$ cat config.mk
export PLATFORM = sky130hd
export DESIGN_NAME = qrs_pattern_gen
export DESIGN_NICKNAME = d
export VERILOG_FILES = /design/src/rtl/qrs_pkg.sv /design/src/rtl/qrs_lfsr_step.sv /design/src/rtl/qrs_len_norm.sv /design/src/rtl/qrs_code_step.sv /design/src/rtl/qrs_pattern_gen.sv
export SDC_FILE = /design/constraint.sdc
export NUM_CORES = 1
export LEC_CHECK = 0
export ABC_AREA = 1
export BUFFER_PORTS_ARGS = -buffer_cell sky130_fd_sc_hd__buf_2
export CAP_MARGIN = 40
export CORE_MARGIN = 2
export CORE_UTILIZATION = 60
export DETAILED_ROUTE_END_ITERATION = 10
export GPL_TIMING_DRIVEN = 1
export PLACE_DENSITY_LB_ADDON = 0.25
export SYNTH_ARGS = -nofsm -noshare
export SYNTH_HDL_FRONTEND = slang
export SYNTH_SLANG_ARGS = --single-unit
$ cat constraint.sdc
create_clock -name clk -period 3.4 [get_ports clk]
set_input_delay 0 -clock clk [delete_from_list [all_inputs] [get_ports clk]]
set_output_delay 0 -clock clk [all_outputs]
set_load 0.02 [all_outputs]
$ cat src/rtl/qrs_pkg.sv
package qrs_pkg;

    // Source of the serial stream, chosen at start time.
    typedef enum logic {
        SRC_QRS  = 1'b0,
        SRC_USER = 1'b1
    } src_e;

endpackage

$ cat src/rtl/qrs_lfsr_step.sv
// Next-state and line-bit logic of the quasi-random register.
// Bit k-1 of the vector holds stage k; stage 1 takes the feedback.
module qrs_lfsr_step #(
    parameter int LFSR_W = 20,
    parameter int TAP    = 17,
    parameter int ZRUN   = 14
) (
    input  logic [LFSR_W-1:0] cur,
    output logic [LFSR_W-1:0] nxt,
    output logic              line_bit,
    output logic              at_seed
);
    logic fb;
    logic quiet;

    always_comb begin
        fb       = cur[LFSR_W-1] ^ cur[TAP-1];
        nxt      = {cur[LFSR_W-2:0], fb};
        // The next ZRUN raw bits sit just below the output stage.
        quiet    = (cur[LFSR_W-2 -: ZRUN] == '0);
        line_bit = cur[LFSR_W-1] | quiet;
        at_seed  = &cur;
    end
endmodule

$ cat src/rtl/qrs_len_norm.sv
// Turns a requested user length into the index of the first bit sent.
module qrs_len_norm #(
    parameter int CODE_W = 32,
    localparam int IDX_W = $clog2(CODE_W),
    localparam int LEN_W = IDX_W + 1
) (
    input  logic [LEN_W-1:0] len,
    output logic [IDX_W-1:0] first
);
    always_comb begin
        if (len == '0 || len > LEN_W'(CODE_W)) begin
            first = IDX_W'(CODE_W - 1);
        end else begin
            first = IDX_W'(len - 1'b1);
        end
    end
endmodule

$ cat src/rtl/qrs_code_step.sv
// Bit pick and index walk of the user-code source, MSB of the period first.
module qrs_code_step #(
    parameter int CODE_W = 32,
    localparam int IDX_W = $clog2(CODE_W)
) (
    input  logic [CODE_W-1:0] code,
    input  logic [IDX_W-1:0]  first,
    input  logic [IDX_W-1:0]  idx,
    output logic              code_bit,
    output logic [IDX_W-1:0]  nxt_idx,
    output logic              at_first
);
    always_comb begin
        code_bit = code[idx];
        at_first = (idx == first);
        nxt_idx  = (idx == '0) ? first : idx - 1'b1;
    end
endmodule

$ cat src/rtl/qrs_pattern_gen.sv
module qrs_pattern_gen
    import qrs_pkg::*;
#(
    parameter int LFSR_W = 20,
    parameter int TAP    = 17,
    parameter int ZRUN   = 14,
    parameter int CODE_W = 32,
    localparam int IDX_W = $clog2(CODE_W),
    localparam int LEN_W = IDX_W + 1
) (
    input  logic              clk,
    input  logic              rst,
    input  logic              bit_en,
    input  logic              pat_sel,
    input  logic [CODE_W-1:0] user_code,
    input  logic [LEN_W-1:0]  user_len,
    input  logic              run,
    output logic              bit_out,
    output logic              restart
);
    typedef struct packed {
        logic              running;
        src_e              src;
        logic [CODE_W-1:0] code;
        logic [IDX_W-1:0]  first;
        logic [IDX_W-1:0]  idx;
        logic [LFSR_W-1:0] lfsr;
    } state_t;

    state_t st_d, st_q;

    logic [LFSR_W-1:0] lfsr_nxt;
    logic              line_bit;
    logic              at_seed;
    logic [IDX_W-1:0]  first_in;
    logic              code_bit;
    logic [IDX_W-1:0]  idx_nxt;
    logic              at_first;

    qrs_lfsr_step #(
        .LFSR_W (LFSR_W),
        .TAP    (TAP),
        .ZRUN   (ZRUN)
    ) u_lfsr (
        .cur      (st_q.lfsr),
        .nxt      (lfsr_nxt),
        .line_bit (line_bit),
        .at_seed  (at_seed)
    );

    qrs_len_norm #(
        .CODE_W (CODE_W)
    ) u_len (
        .len   (user_len),
        .first (first_in)
    );

    qrs_code_step #(
        .CODE_W (CODE_W)
    ) u_code (
        .code     (st_q.code),
        .first    (st_q.first),
        .idx      (st_q.idx),
        .code_bit (code_bit),
        .nxt_idx  (idx_nxt),
        .at_first (at_first)
    );

    always_comb begin
        st_d = st_q;
        if (!st_q.running) begin
            if (run) begin
                st_d.running = 1'b1;
                st_d.src     = src_e'(pat_sel);
                st_d.code    = user_code;
                st_d.first   = first_in;
                st_d.idx     = first_in;
                st_d.lfsr    = '1;
            end
        end else if (!run) begin
            st_d.running = 1'b0;
        end else if (bit_en) begin
            if (st_q.src == SRC_USER) begin
                st_d.idx = idx_nxt;
            end else begin
                st_d.lfsr = lfsr_nxt;
            end
        end
    end

    always_ff @(posedge clk) begin
        if (rst) begin
            st_q.running <= 1'b0;
            st_q.src     <= SRC_QRS;
            st_q.code    <= '0;
            st_q.first   <= '0;
            st_q.idx     <= '0;
            st_q.lfsr    <= '1;
        end else begin
            st_q <= st_d;
        end
    end

    assign bit_out = st_q.running &
                     ((st_q.src == SRC_USER) ? code_bit : line_bit);
    assign restart = st_q.running & bit_en &
                     ((st_q.src == SRC_USER) ? at_first : at_seed);

endmodule

==> results_dict.tcl <==
set metrics [dict create \
    worstSetupPathType "reg -> out" \
    yosys_most_used_dff "dfxtp_1" \
    synth_top_cell_area_share_pct 41.4 \
    synth_common_cells "nor2_1, nand2_1, dfxtp_1, a21oi_1, o21ai_0" \
    yosysMostFrequentCell "nor2_1" \
    core_area_um2 5040 \
    nFillCells 389 \
    drv_slew 0 \
    final_area_um2 3750 \
    maxCapViolCount 0 \
    firstDrtPassIters 5 \
    reg_top3 "st_q x64" \
    drive_gt1_share_pct 14.1 \
    clk_latency_ns 0.34 \
    largest_reg_flops 64 \
    slew_headroom_pct 39.2 \
    startpoint_type "flop" \
    ys_ff_latch 64 \
    cts.clk_slew.worst_paths_ns 0.06 \
    regMostFlops "st_q" \
    grt_pass1_wl_um 12300 \
    grt_util_all_layers_pct 28.3 \
    grt_max_degree 41 \
    outcome "complete, no violations" \
    seq_area_um2 1280 \
    cts_tree "done" \
    ys.warnings.count 0 \
    hpwl_um 4430 \
    grt_pass1_vias 2747 \
    leakagePower_uw 0.00168 \
    ys_top_cells_by_area "dfxtp_1, nor2_1, nand2_1" \
    cts_root_buffer "clkbuf_8" \
    clock_path_buffers 2 \
    hold_viol 0 \
    syn_nets 489 \
    power.density_nw_per_um2 474 \
    fp.dieH_um 75.8 \
    finalSetupViolations 0 \
    synth.largest_area_cell "dfxtp_1" \
    viasPerCell 5.35 \
    area_growth_pct 21.2 \
    htree_levels 3 \
    vias 3096 \
    fin_worst_skew_ns 0.00746 \
    post_drt_wl_per_cell_um 12.6 \
    die_w_um 75.8 \
    place_congestion 0.916 \
    ys_types 31 \
    cts_inserted_buffers 9 \
    grt_overflow 0 \
    rows 26 \
    io_buffers 44 \
    synth_edf_count 0 \
    rsz0062_at_grt "false" \
    diodes 0 \
    initial_core_util_pct 61.4 \
    ys_seq_area_share_pct 41.4 \
    setup_tns_ns 0 \
    cts.sinks 64 \
    ir_drop_v 0.000335 \
    worst_pin_slew_ns 0.910 \
    required_ns 3.40 \
    min_path_type "in -> reg" \
    hp-start "user_len[5]" \
    postSynthAreaPerCell_um2 6.99 \
    ys_async_sr_fraction_pct 0 \
    placed_cell_area_um2 3230 \
    grt_antenna_before_repair 0 \
    io_pins 45 \
    ant_nets 0 \
    critPathCaptureType "output port" \
    netlist_area_um2 3100 \
    post-route-period-util_pct 67.6 \
    fmax_mhz 435 \
    period_needed_ns 2.30 \
    multi_input_area_um2 1540 \
    r2r-start "st_q[20]" \
    critPathLaunch "st_q[20]" \
    layout.nets 550 \
    path_max_fanout 21 \
    totalWireLength_um 7310 \
    drc 0 \
    initialDrtViolationCount 299 \
    synthCells 443 \
    die_area_um2 5750 \
    cp.arrival_ns 2.30 \
]
## critical path, stage by stage (launching register included)
cell,delay (ns)
dfxtp_1,0.73
inv_2,0.33
nand2_1,0.13
nand3_1,0.10
nand3_1,0.14
nand2_1,0.09
nand2_1,0.07
nand3_1,0.07
nand3_1,0.07
nand2_1,0.07
buf_2,0.16
## kinds of logic after synthesis
group | Yosys count | share of synthesized area (%)
fa+ha+maj | 3 | 1.21
xor+xnor | 6 | 1.70
flops | 64 | 41.4
simple gates | 197 | 26.6
buf+inv | 53 | 9.01
compound gates | 120 | 20.1
## through the flow
stage	std cells	util [%]	worst slack (ns)	power [uW]	hold WS, ns
3_3_place_gp	529	64.0	1.33	1150	0.220
2_1_floorplan	443	-	1.90	1100	0.133
6_report	579	74.4	1.10	1780	0.119
5_1_grt	579	74.4	0.917	1880	0.159
4_1_cts	579	74.4	1.14	1780	0.107
3_5_place_dp	529	64.0	1.33	1160	0.228
## report_power, final
part           total [uW]  internal (uW)  switching [uW]
clock network         599            321             278
logic                 307            135             172
registers             872            812            60.6
## repair_timing
| item | CTS | global route |
|---|---|---|
| hold buffers | 34 | 0 |
| setup buffers | 0 | 0 |
| gates resized for setup | 0 | 0 |
| hold endpoints to repair | 34 | 0 |
## placed cells by master, fill, tap and decap left out, types with 12 or more instances in the layout
cell type | netlist | final
clkbuf_8 | 0 | 12
dfxtp_1 | 64 | 64
buf_2 | 8 | 44
nor2_1 | 77 | 77
nand2_1 | 68 | 68
dlygate4sd3_1 | 0 | 34
a21oi_1 | 50 | 50
o21ai_0 | 40 | 40
o21ai_1 | 21 | 21
nand3_1 | 38 | 38
inv_1 | 19 | 19
## layout make-up
type	instances	area share, %
Multi-Input combinational cell	326	40.9
Sequential cell	64	34.1
Timing Repair Buffer	80	15.3
Clock buffer	13	4.50
Inverter	23	2.37
Tap cell	70	2.33
Clock inverter	3	0.400
## metal layers
metal / vias to the layer above / wire length, um / GRT usage [%]
met5: - / 0 / 0
li1: 1594 / - / -
met3: 19 / 529 / 8.86
met1: 1365 / 3290 / 37.0
met4: 0 / 159 / 9.55
met2: 118 / 3330 / 44.3
## final timing paths
check        endpoint  slack (ns)  cells past startpoint
min          st_q[26]        0.12                      5
min reg2reg  st_q[28]        0.49                      2
max reg2reg  st_q[20]        1.27                     10
max           bit_out        1.10                     10
Note: power is estimated with default switching activity, not from simulation.
